**src/rtl/rts_pkg.sv**
```systemverilog
package rts_pkg;
   localparam int RTS_RES_W   = 4;
   localparam int RTS_TC_W    = 9;
   localparam int RTS_DEPTH   = 5;
   localparam int RTS_SYNC_ST = 2;

   function automatic int ring_next(input int idx, input int depth);
      return (idx == depth - 1) ? 0 : idx + 1;
   endfunction
endpackage

```
**src/rtl/rts_ref_counter.sv**
```systemverilog
module rts_ref_counter #(
   parameter int RES_W       = 4,
   parameter int SYNC_STAGES = 2
) (
   input  logic             clk,
   input  logic             rst,
   input  logic             ref_in,
   output logic [RES_W-1:0] residue
);
   generate
      if (SYNC_STAGES < 2) begin : g_bad_sync
         $error("SYNC_STAGES must be at least 2");
      end
      if (RES_W < 1) begin : g_bad_res
         $error("RES_W must be at least 1");
      end
   endgenerate

   logic [SYNC_STAGES-1:0] sync_q;
   logic                   prev_q;
   logic                   rise;

   always_ff @(posedge clk) begin
      if (rst) begin
         sync_q <= '0;
         prev_q <= 1'b0;
      end else begin
         sync_q <= {sync_q[SYNC_STAGES-2:0], ref_in};
         prev_q <= sync_q[SYNC_STAGES-1];
      end
   end

   assign rise = sync_q[SYNC_STAGES-1] & ~prev_q;

   always_ff @(posedge clk) begin
      if (rst) residue <= '0;
      else if (rise) residue <= residue + RES_W'(1);
   end

   // the residue only holds or steps up by one
   assert_res_step_R1: assert property (@(posedge clk) disable iff (rst)
      (residue == $past(residue)) || (residue == $past(residue) + RES_W'(1)));
endmodule

```
**src/rtl/rts_byte_divider.sv**
```systemverilog
module rts_byte_divider #(
   parameter int TC_W = 9
) (
   input  logic            clk,
   input  logic            rst,
   input  logic            byte_stb,
   input  logic [TC_W-1:0] term_count,
   output logic            latch
);
   generate
      if (TC_W < 2) begin : g_bad_tc
         $error("TC_W must be at least 2");
      end
   endgenerate

   logic [TC_W-1:0] cnt;
   logic [TC_W-1:0] term_active;

   assign latch = byte_stb && (cnt == term_active - TC_W'(1));

   always_ff @(posedge clk) begin
      if (rst) begin
         cnt         <= '0;
         term_active <= term_count;
      end else if (latch) begin
         cnt         <= '0;
         term_active <= term_count;
      end else if (byte_stb) begin
         cnt <= cnt + TC_W'(1);
      end
   end

   // the byte count restarts after every capture
   assert_reload_R2: assert property (@(posedge clk) disable iff (rst)
      latch |=> (cnt == '0));
   // a strobe that does not complete the period advances the count
   assert_advance_R2: assert property (@(posedge clk) disable iff (rst)
      (byte_stb && !latch) |=> (cnt == $past(cnt) + TC_W'(1)));
endmodule

```
**src/rtl/rts_fifo.sv**
```systemverilog
module rts_fifo
   import rts_pkg::*;
#(
   parameter int WIDTH = 4,
   parameter int DEPTH = 5
) (
   input  logic             clk,
   input  logic             rst,
   input  logic             push,
   input  logic [WIDTH-1:0] push_data,
   input  logic             pop,
   output logic [WIDTH-1:0] head,
   output logic             not_empty,
   output logic             overflow,
   output logic             underflow
);
   localparam int PTR_W = (DEPTH > 1) ? $clog2(DEPTH) : 1;
   localparam int CNT_W = $clog2(DEPTH + 1);

   generate
      if (DEPTH < 2) begin : g_bad_depth
         $error("DEPTH must be at least 2");
      end
   endgenerate

   logic [WIDTH-1:0] mem [DEPTH];
   logic [PTR_W-1:0] wr_ptr, rd_ptr;
   logic [CNT_W-1:0] count;
   logic             full, empty, pop_ok, push_ok;

   assign full    = (count == CNT_W'(DEPTH));
   assign empty   = (count == '0);
   assign pop_ok  = pop && !empty;
   assign push_ok = push && (!full || pop_ok);

   always_ff @(posedge clk) begin
      if (push_ok) mem[wr_ptr] <= push_data;
   end

   always_ff @(posedge clk) begin
      if (rst) begin
         wr_ptr    <= '0;
         rd_ptr    <= '0;
         count     <= '0;
         overflow  <= 1'b0;
         underflow <= 1'b0;
      end else begin
         if (push_ok) wr_ptr <= PTR_W'(ring_next(int'(wr_ptr), DEPTH));
         if (pop_ok)  rd_ptr <= PTR_W'(ring_next(int'(rd_ptr), DEPTH));
         count <= count + CNT_W'(push_ok) - CNT_W'(pop_ok);
         if (push && !push_ok) overflow  <= 1'b1;
         if (pop && empty)     underflow <= 1'b1;
      end
   end

   assign head      = mem[rd_ptr];
   assign not_empty = !empty;

   // occupancy never exceeds the depth
   assert_no_overflow_R5: assert property (@(posedge clk) disable iff (rst)
      count <= CNT_W'(DEPTH));
   // a capture into a full queue leaves it full and flags it
   assert_drop_R6: assert property (@(posedge clk) disable iff (rst)
      (push && full && !pop) |=> (full && overflow));
   // overflow is sticky
   assert_ovf_sticky_R6: assert property (@(posedge clk) disable iff (rst)
      overflow |=> overflow);
   // a pop on an empty queue flags underflow and keeps it set
   assert_unf_R7: assert property (@(posedge clk) disable iff (rst)
      (pop && empty) |=> (underflow && $stable(rd_ptr)));
endmodule

```
**src/rtl/rts_stamp_gen.sv**
```systemverilog
module rts_stamp_gen
   import rts_pkg::*;
#(
   parameter int RES_W       = RTS_RES_W,
   parameter int TC_W        = RTS_TC_W,
   parameter int DEPTH       = RTS_DEPTH,
   parameter int SYNC_STAGES = RTS_SYNC_ST
) (
   input  logic             clk,
   input  logic             rst,
   input  logic             ref_clk_in,
   input  logic             byte_stb,
   input  logic [TC_W-1:0]  term_count,
   input  logic             pop,
   output logic [RES_W-1:0] rts_out,
   output logic             rts_valid,
   output logic             overflow,
   output logic             underflow
);
   logic [RES_W-1:0] residue;
   logic             latch;

   rts_ref_counter #(.RES_W(RES_W), .SYNC_STAGES(SYNC_STAGES)) u_ref (
      .clk(clk), .rst(rst), .ref_in(ref_clk_in), .residue(residue));

   rts_byte_divider #(.TC_W(TC_W)) u_div (
      .clk(clk), .rst(rst), .byte_stb(byte_stb), .term_count(term_count),
      .latch(latch));

   rts_fifo #(.WIDTH(RES_W), .DEPTH(DEPTH)) u_fifo (
      .clk(clk), .rst(rst), .push(latch), .push_data(residue), .pop(pop),
      .head(rts_out), .not_empty(rts_valid), .overflow(overflow),
      .underflow(underflow));

   // flags read clear in the cycle after reset
   assert_reset_clear_R8: assert property (@(posedge clk)
      rst |=> (!overflow && !underflow && !rts_valid));
endmodule

```
**config.mk**
```make
export PLATFORM = sky130hd
export DESIGN_NAME = rts_stamp_gen
export DESIGN_NICKNAME = d
export VERILOG_FILES = /design/src/rtl/rts_pkg.sv /design/src/rtl/rts_ref_counter.sv /design/src/rtl/rts_byte_divider.sv /design/src/rtl/rts_fifo.sv /design/src/rtl/rts_stamp_gen.sv
export SDC_FILE = /design/constraint.sdc
export NUM_CORES = 1
export LEC_CHECK = 0
export BUFFER_PORTS_ARGS = -buffer_cell sky130_fd_sc_hd__buf_2
export CORE_MARGIN = 4
export CORE_UTILIZATION = 55
export CTS_CLUSTER_SIZE = 28
export DETAILED_ROUTE_END_ITERATION = 8
export PLACE_DENSITY = 0.74
export SKIP_LAST_GASP = 1
export SYNTH_ARGS = -nofsm -noshare
export SYNTH_HDL_FRONTEND = slang
export SYNTH_SLANG_ARGS = --single-unit
```
**constraint.sdc**
```tcl
create_clock -name clk -period 3.06 [get_ports clk]
set_input_delay 0.765 -clock clk [delete_from_list [all_inputs] [get_ports clk]]
set_output_delay 0.765 -clock clk [all_outputs]
set_load 0.02 [all_outputs]
```
# Word-level counts from Yosys, hierarchy flattened
# Memory sizes are Yosys's and may differ from the RTL's. A register that Yosys moved wholly into a read port is not among the register bits.
# Cells that the tools add are included.
[word_totals] register_bits=36 latch_bits=0 ramBits=20 rom_bits=0 inputBits=14 out_inout_bits=7 n_memories=1
[classes] n_addsub=7 multipliers=0 div=0 order_cmp=0 eq_ne=4 shifts=0 muxes=8 bitwise_logic=2 n_reduce_logical=12
[mem_list] name="u_fifo.mem" words=5 width=4 read_ports=1 rd_ports_with_merged_regs=1 write_ports=1 line="rts_fifo.sv:26" rtl="logic [WIDTH-1:0] mem [DEPTH];"
[ops] cell="$mux 9" count=2
[ops] cell="$mux 3" count=4
[ops] cell="$add 9x1->9 const B" count=1
[ops] cell="$eq 3x3->1 const B" count=3
[ops] cell="$eq 9x9->1" count=1
[ops] cell="$sub 9x1->9 const B" count=1
[ops] cell="$add 3x1->3 const B" count=2
[ops] cell="$logic_and 1x1->1" count=5
[ops] cell="$add 4x1->4 const B" count=1
[ops] cell="$add 3x1->3" count=1
[ops] cell="$logic_not 1->1" count=3
[ops] cell="$logic_not 3->1" count=1
[ops] cell="$sub 3x1->3" count=1
[ops] cell="$mux 1" count=2
[ops] cell="$reduce_bool 2->1" count=1
[ops] cell="$reduce_or 2->1" count=1
[ops] cell="$and 1x1->1" count=1
[ops] cell="$logic_or 1x1->1" count=1
[ops] cell="$not 1->1" count=1

# Longest topological paths before layout
# Gate-level depths: netlist (run 1).
[depth] depth_word=7 depth_mapped=14

# Modules after synthesis
# From an unflattened synthesis (run 1), not the netlist that was laid out.
[hier_totals] cells_unflattened=233 hier_area_um2=2781.4
[by_module_without_submodules] module="rts_fifo" instances=1 cells_per_inst=99 area_each_um2=1398.8 seq_area_each_um2=880.8
[by_module_without_submodules] module="rts_byte_divider" instances=1 cells_per_inst=111 area_each_um2=1119.8 seq_area_each_um2=450.4
[by_module_without_submodules] module="rts_ref_counter" instances=1 cells_per_inst=23 area_each_um2=262.8 seq_area_each_um2=140.1

# Least setup slack after synthesis (run 1)
# Ideal clock, no wire load.
[synth_path] kind="reg-to-reg" start="register u_div.term_active[0]" end="register u_fifo.count[2]" setup_ns=0.128 arrival_ns=2.674 path_slack_ns=0.259 path_stages_with_launch=15 path_buffers=1 synth_period_minus_slack_ns=2.801 path_cell_list="edfxtp_1 > inv_1 > ha_1 > or3b_4 > nor3_1 > xnor2_1 > and4_4 > buf_6 > nand3_2 > inv_2 > ha_1 > fa_1 > xnor2_1 > xnor2_1 > nor2_1"
[synth_via] elab_chain_len=6
[synth_lines] element="start, declared" line="rts_byte_divider.sv:17" rtl="logic [TC_W-1:0] term_active;"
[synth_lines] element="start signal, assigned" line="rts_byte_divider.sv:24" rtl="term_active <= term_count;"
[synth_lines] element="start signal, assigned" line="rts_byte_divider.sv:27" rtl="term_active <= term_count;"
[synth_lines] element="$sub 9x1->9" line="rts_byte_divider.sv:19" rtl="assign latch = byte_stb && (cnt == term_active - TC_W'(1));"
[synth_lines] element="$eq 9x9->1" line="rts_byte_divider.sv:19"
[synth_lines] element="$logic_and 1x1->1" line="rts_byte_divider.sv:19"
[synth_lines] element="$logic_and 1x1->1" line="rts_fifo.sv:34" rtl="assign push_ok = push && (!full || pop_ok);"
[synth_lines] element="via u_fifo.push_ok" line="rts_fifo.sv:29" rtl="logic full, empty, pop_ok, push_ok;"
[synth_lines] element="$add 3x1->3" line="rts_fifo.sv:50" rtl="count <= count + CNT_W'(push_ok) - CNT_W'(pop_ok);"
[synth_lines] element="$sub 3x1->3" line="rts_fifo.sv:50"
[synth_lines] element="end signal, assigned" line="rts_fifo.sv:50"
[synth_lines] element="end, declared" line="rts_fifo.sv:28" rtl="logic [CNT_W-1:0] count;"
# The timed path passes the listed nets, and every way through them passes these cells.
# A chain may end at the register's enable or synchronous reset.

# Final worst setup path (run 1)
# Same ends and word-level chain as after synthesis.

==> reports/qor.txt, run 1 <==
Status: completed
Die Span X: 76.9 um
Starting density of the core: 58.3%
Worst-path clk slew: 60 ps
Met3 usage in global routing: 4.33%
DP Area: 2780 um2
Worst setup SP type: flip-flop
Core ar.: 4470 um2
Synth Instances: 217
Fmax: 348 MHz
Initial DRC Count: 53
Multiplexer area fraction after synthesis: 5.95%
First-pass GRT wire length: 7170 um
Num rows: 24
Asr flop ratio synth: 0%
Cell Pwr Density: 644 nW/um2
Critical path startpoint: u_div.term_active[0]$_DFFE_PP_
GR peak layer: met2
Sequential element share of the synthesized area: 56.4%
Final hold vios: 0
Die span in y: 76.9 um
Area contributors post-synth: edfxtp_1, dfxtp_1, xor2_1
Fin. max-slew vios: 0
Routability cong.: 0.761
Slew Limit Headroom: 76.6%
Layout cells sized above 1: 22.8%
Critical path fanouts, max: 6
Synth Flop Type: dfxtp_1
Synth Area in XOR/XNOR: 8.06%
Root Driver: clkbuf_8
FILL cells: 346
Hold Crit Class: reg -> reg
H-Tree Level Count: 3
Area of the multi-input gates: 1050 um2
Yosys Warn Count: 0
Initial antenna violation count: 0
Leakage: 0.00116 uW
RSZ-0062 raised after global routing: false
Largest net degree at the start of global routing: 20
Post-synth EDFFs: 29
Register area: 1470 um2
R2R Path Start: u_div.term_active[0]$_DFFE_PP_
Worst path arrival time: 3080 ps
FF+latch count, synth: 59
# port buffers: 20
Met2 Use GR: 25.4%
Hold_ws: 443 ps
Final ANT Viol Nets: 0
Via-to-Cell Ratio: 5.45
Clk sink count: 59
Design area: 2980 um2
Worst VDD drop: 0.000363 V
Final min period: 2880 ps
Endpoints failing setup: 0
Clock Latency Late Sink: 330 ps
# diodes: 0
Synth area leader: edfxtp_1
Adder-Cell Fraction of Synth Area: 5.09%
Fin nets: 273
Die area: 5910 um2
DR pass1 iterations: 4
CTS buffer count: 9
CP Capture Type: flip-flop
Routed wire length: 4040 um
Hold path startpoint: u_ref.sync_q[0]$_SDFF_PP0_
Mapped cell area: 2610 um2
GRT Util Overall: 15.5%
Post-Syn Nets: 241
Worst endpoint required time: 3270 ps
Total number of vias: 1667
Grt met1 use: 17.6%
Avg Inst Size Synth: 12.0 um2
Final Skew: 4.95 ps
IO Pins: 21
Yosys cell types: 42
Vias in the first global route: 1608
Grt total ovfl: 0
Layout area overhead: 14.3%
Fin crit share: 94.0%
Clock Path Buffers: 2
Final HPWL DP: 2950 um
Setup Crit Path Kind: reg -> reg
Post-synthesis simple-gate area fraction: 15.6%
# DRC: 0
Worst slew pin tran: 351 ps
WL per Instance: 13.2 um
Pwr Total: 1920 uW
Synth Area in Compound Gates: 5.52%
Largest family of logic cells by synthesized area: simple AND/OR/NAND/NOR gates
Max Cap Violations: 0
Synth top area share: 33.4%
TNS Setup: 0 ps
CTS tree: yes
-- worst paths after layout --
path | to | slack [ps] | depth (start not counted)
setup / recovery | u_fifo.count[2]$_SDFF_PP0_ | 180 | 13
setup reg to reg | u_fifo.count[2]$_SDFF_PP0_ | 180 | 13
hold reg to reg | u_ref.sync_q[1]$_SDFF_PP0_ | 440 | 1
hold / removal | u_ref.sync_q[1]$_SDFF_PP0_ | 440 | 1
-- Yosys cell counts (5+ instances only) --
cell type	count
nand2_1	7
xor2_1	14
edfxtp_1	29
inv_1	13
nor4_1	5
nor2_1	22
ha_1	9
dfxtp_1	30
xnor2_1	10
a21oi_1	8
nor2b_1	8
nand4_1	10
-- flip-flops by register name (all words and copies together), names as in the netlist, named ones only --
signal and flops:
u_fifo.mem 20, u_ref.prev_q 1, u_div.term_active 9, u_ref.sync_q 2, u_fifo.rd_ptr 3, u_ref.residue 4
u_fifo.count 3, u_fifo.underflow 1, u_fifo.overflow 1, u_fifo.wr_ptr 3, u_div.cnt 9
-- cells by family after synthesis --
kind of cell,after synthesis
flops,59
xor+xnor,24
buf+inv,19
compound gates,23
simple gates,72
mux,10
fa+ha+maj,10
-- power breakdown --
| part | leakage, uW | total (uW) | switching (uW) | internal [uW] |
|---|---|---|---|---|
| sequential | 0.000517 | 926 | 52.6 | 874 |
| clock | 0.000103 | 679 | 284 | 395 |
| combinational | 0.000537 | 316 | 164 | 153 |
-- timing repair --
| item | CTS | global route |
|---|---|---|
| endpoints found under the hold margin | 0 | 0 |
| gates resized for setup | 0 | 1 |
| hold buffers | 0 | 0 |
| setup buffers | 0 | 0 |
| setup endpoints to repair | 0 | 1 |
-- worst max-delay path: stages, from the launching register on --
cell and delay (ps):
edfxtp_1 440, inv_1 90, ha_2 220, or3b_4 400, nor3_1 190, xnor2_1 110
and4_4 200, nand3_2 120, inv_2 50, ha_1 200, fa_1 390, xnor2_1 170
xnor2_1 140, nor2_1 50
-- stage by stage --
stage / worst slack, ps / instances / util (%)
detailed placement: 173 / 290 / 62.2
CTS: 151 / 306 / 66.6
finish: 184 / 306 / 66.6
global placement: 247 / 290 / 62.2
global route: 10.2 / 306 / 66.6
floorplan: 259 / 217 / -
-- cells in the final DEF (no fill, tap or decap), drive strengths merged, types with 7 or more instances in the layout --
cell / netlist / routed
nand2: 7 / 7
buf: 3 / 26
nor2: 23 / 23
ha: 9 / 9
nor2b: 8 / 8
inv: 14 / 14
xor2: 14 / 14
xnor2: 10 / 10
dfxtp: 30 / 30
nand4: 10 / 10
edfxtp: 29 / 29
clkbuf: 2 / 11
a21oi: 8 / 8
-- per-layer routing --
metal,part of all wire [%],vias up
li1,-,847
met1,44,781
met2,50,29
met3,3.5,10
met4,2.4,0
met5,0,-
-- final cells by class --
| type | instances | area share [%] |
|---|---|---|
| inverter | 14 | 1.76 |
| clock inverter | 5 | 1.80 |
| timing repair buffer | 26 | 4.87 |
| tap | 52 | 2.18 |
| multi-input combinational | 139 | 35.3 |
| sequential | 59 | 49.3 |
| clock buffer | 11 | 4.74 |
Note: power is estimated with default switching activity, not from simulation.
==> run 2, diff against run 1 <==
Settings changed: CTS_BUF_LIST from default to sky130_fd_sc_hd__clkbuf_2.
==> reports/qor.txt, run 2 (synthesis results as in run 1) <==
Max Cap Violations: 0 (unchanged)
CP Capture Type: flip-flop
Clock Path Buffers: 2 (unchanged)
First-pass GRT wire length: 7070 um (-1.5%)
GRT Util Overall: 15.1% (-0.40 points)
Final hold vios: 0 (unchanged)
# port buffers: 20 (unchanged)
Top reg by flops: u_fifo.mem
Biggest regs: u_fifo.mem (20), u_div.cnt (9), u_div.term_active (9)
Endpoints failing setup: 0 (unchanged)
Max incr delay on CP: 470 ps (+30 ps)
Grt total ovfl: 0 (unchanged)
Fin crit share: 93.8% (-0.15 points)
Max FFs per register: 20 (unchanged)
Setup Crit Path Kind: reg -> reg
Initial antenna violation count: 0 (unchanged)
Crit-path cells: inv_1 > ha_2 > or3b_4 > nor3_1 > xnor2_1 > and4_4 > nand3_2 > inv_2 > ha_1 > fa_1 > xnor2_1 > xnor2_1 > nor2_1
Critical path startpoint: u_div.term_active[0]$_DFFE_PP_
H-Tree Level Count: 3 (unchanged)
Vias in the first global route: 1599 (-0.56%)
# diodes: 0 (unchanged)
Root Driver: clkbuf_2
Worst setup SP type: flip-flop
Total number of vias: 1659 (-0.48%)
Leakage: 0.00113 uW (-2.2%)
TNS Setup: 0 ps (unchanged)
R2R Path Start: u_div.term_active[0]$_DFFE_PP_
Starting density of the core: 58.3% (unchanged)
Routed wire length: 4040 um (-0.17%)
IO Pins: 21 (unchanged)
Final min period: 2870 ps (-4.61 ps)
Num rows: 24 (unchanged)
Final ANT Viol Nets: 0 (unchanged)
Commonest non-fill, non-tap cell in the layout: dfxtp_1
Worst slew pin tran: 350 ps (-1.30 ps)
WL per Instance: 13.1 um (-0.50%)
Hold-fix buffers, CTS: 0 (unchanged)
Final HPWL DP: 2950 um (unchanged)
Critical path fanouts, max: 6 (unchanged)
Die area: 5910 um2 (unchanged)
Clock Latency Late Sink: 470 ps (+140 ps)
Final Skew: 14.4 ps (+9.45 ps)
Commonest non-fill, non-tap cells in the layout: dfxtp_1, edfxtp_1, nor2_1
Slew Limit Headroom: 76.7% (+0.086 points)
Largest net degree at the start of global routing: 20 (unchanged)
Via-to-Cell Ratio: 5.40 (-0.80%)
Cell Count, Final, Fillers Out: 307 (+0.33%)
Worst-path clk slew: 160 ps (+100 ps)
Dpl cells: 290 (unchanged)
Wire length on met3: 160 um (+12%)
DRT met1 WL: 1790 um (+0.17%)
Initial DRC Count: 72 (+36%)
Hold Crit Class: in -> reg
CP most frequent cell: xnor2_1
Fin. max-slew vios: 0 (unchanged)
FILL cells: 357 (+3.2%)
Worst VDD drop: 0.000253 V (-30%)
Crit path buffers/inverters: 2 (unchanged)
Routability cong.: 0.761 (unchanged)
CTS tree: yes
Cell Pwr Density: 585 nW/um2 (-9.3%)
Hold path startpoint: term_count[6]
# DRC: 0 (unchanged)
CTS buffer count: 9 (unchanged)
Die Span X: 76.9 um (unchanged)
RSZ-0062 raised after global routing: false
Fin nets: 274 (+0.37%)
Status: completed
Metal2 WL: 2000 um (-0.60%)
DR pass1 iterations: 5 (+1)
DR top layer: met4
Critical path's slowest cell: edfxtp_1
Largest delay share family, worst path: simple AND/OR/NAND/NOR gates
Worst path arrival time: 3230 ps (+150 ps)
Worst endpoint required time: 3420 ps (+150 ps)
Layout area overhead: 11.3%
Die span in y: 76.9 um (unchanged)
Core ar.: 4470 um2 (unchanged)
Layout cells sized above 1: 23.1% (+0.30 points)
Clk sink count: 59 (unchanged)
Fmax: 348 MHz (+0.16%)
[run 2: cell types whose count changed in the layout (fill, tap and decap cells not counted)]
cell,change
clkbuf_8,-10
clkbuf_2,+10
clkbuf_1,-1
buf_4,+1
clkinv_1,+1
[run 2: final cells by class]
type,instances,area (um2),area share (%)
Tap cell,52,65.1,2.24
Clock buffer,10,50.0,1.72
Timing Repair Buffer,27,153,5.26
Inverter,14,52.6,1.81
Clock inverter,6,57.6,1.98
Multi-Input combinational cell,139,1050,36.3
Sequential cell,59,1470,50.7
[run 2: worst paths after layout]
check	endpoint	slack, ps	cells after the start
worst max-delay path	u_fifo.count[2]$_SDFF_PP0_	190	13
worst min-delay path	u_div.term_active[6]$_DFFE_PP_	460	1
worst max register to register	u_fifo.count[2]$_SDFF_PP0_	190	13
worst min register to register	u_ref.sync_q[1]$_SDFF_PP0_	460	1
[run 2: through the flow]
| step | instance area [um2] | setup WS (ps) | hold slack (ps) | power, uW | util [%] |
|---|---|---|---|---|---|
| after detailed placement | 2780 | 173 | 432 | 1260 | 62.2 |
| after global placement | 2780 | 247 | 417 | 1260 | 62.2 |
| after CTS | 2890 | 153 | 438 | 1710 | 64.6 |
| after floorplan | 2610 | 259 | 414 | 1180 | - |
| after global routing | 2900 | 2.50 | 414 | 1800 | 64.8 |
| final | 2900 | 189 | 455 | 1700 | 64.8 |
[run 2: per-layer routing]
metal	up-vias	track usage, %
li1	848	-
met5	-	0
met1	772	17.3
met4	0	8.51
met2	25	25.2
met3	14	4.33
[run 2: repair_timing]
| item | 4_1_cts | 5_1_grt |
|---|---|---|
| buffers inserted | 0 | 1 |
| gates resized for setup | 0 | 1 |
| endpoints found under the setup margin | 0 | 1 |
[run 2: power breakdown]
group | leakage, uW | internal, uW | switching (uW)
logic | 0.000542 | 153 | 163
clock network | 0.0000731 | 187 | 267
registers | 0.000517 | 873 | 52.9
total | 0.00113 | 1210 | 483
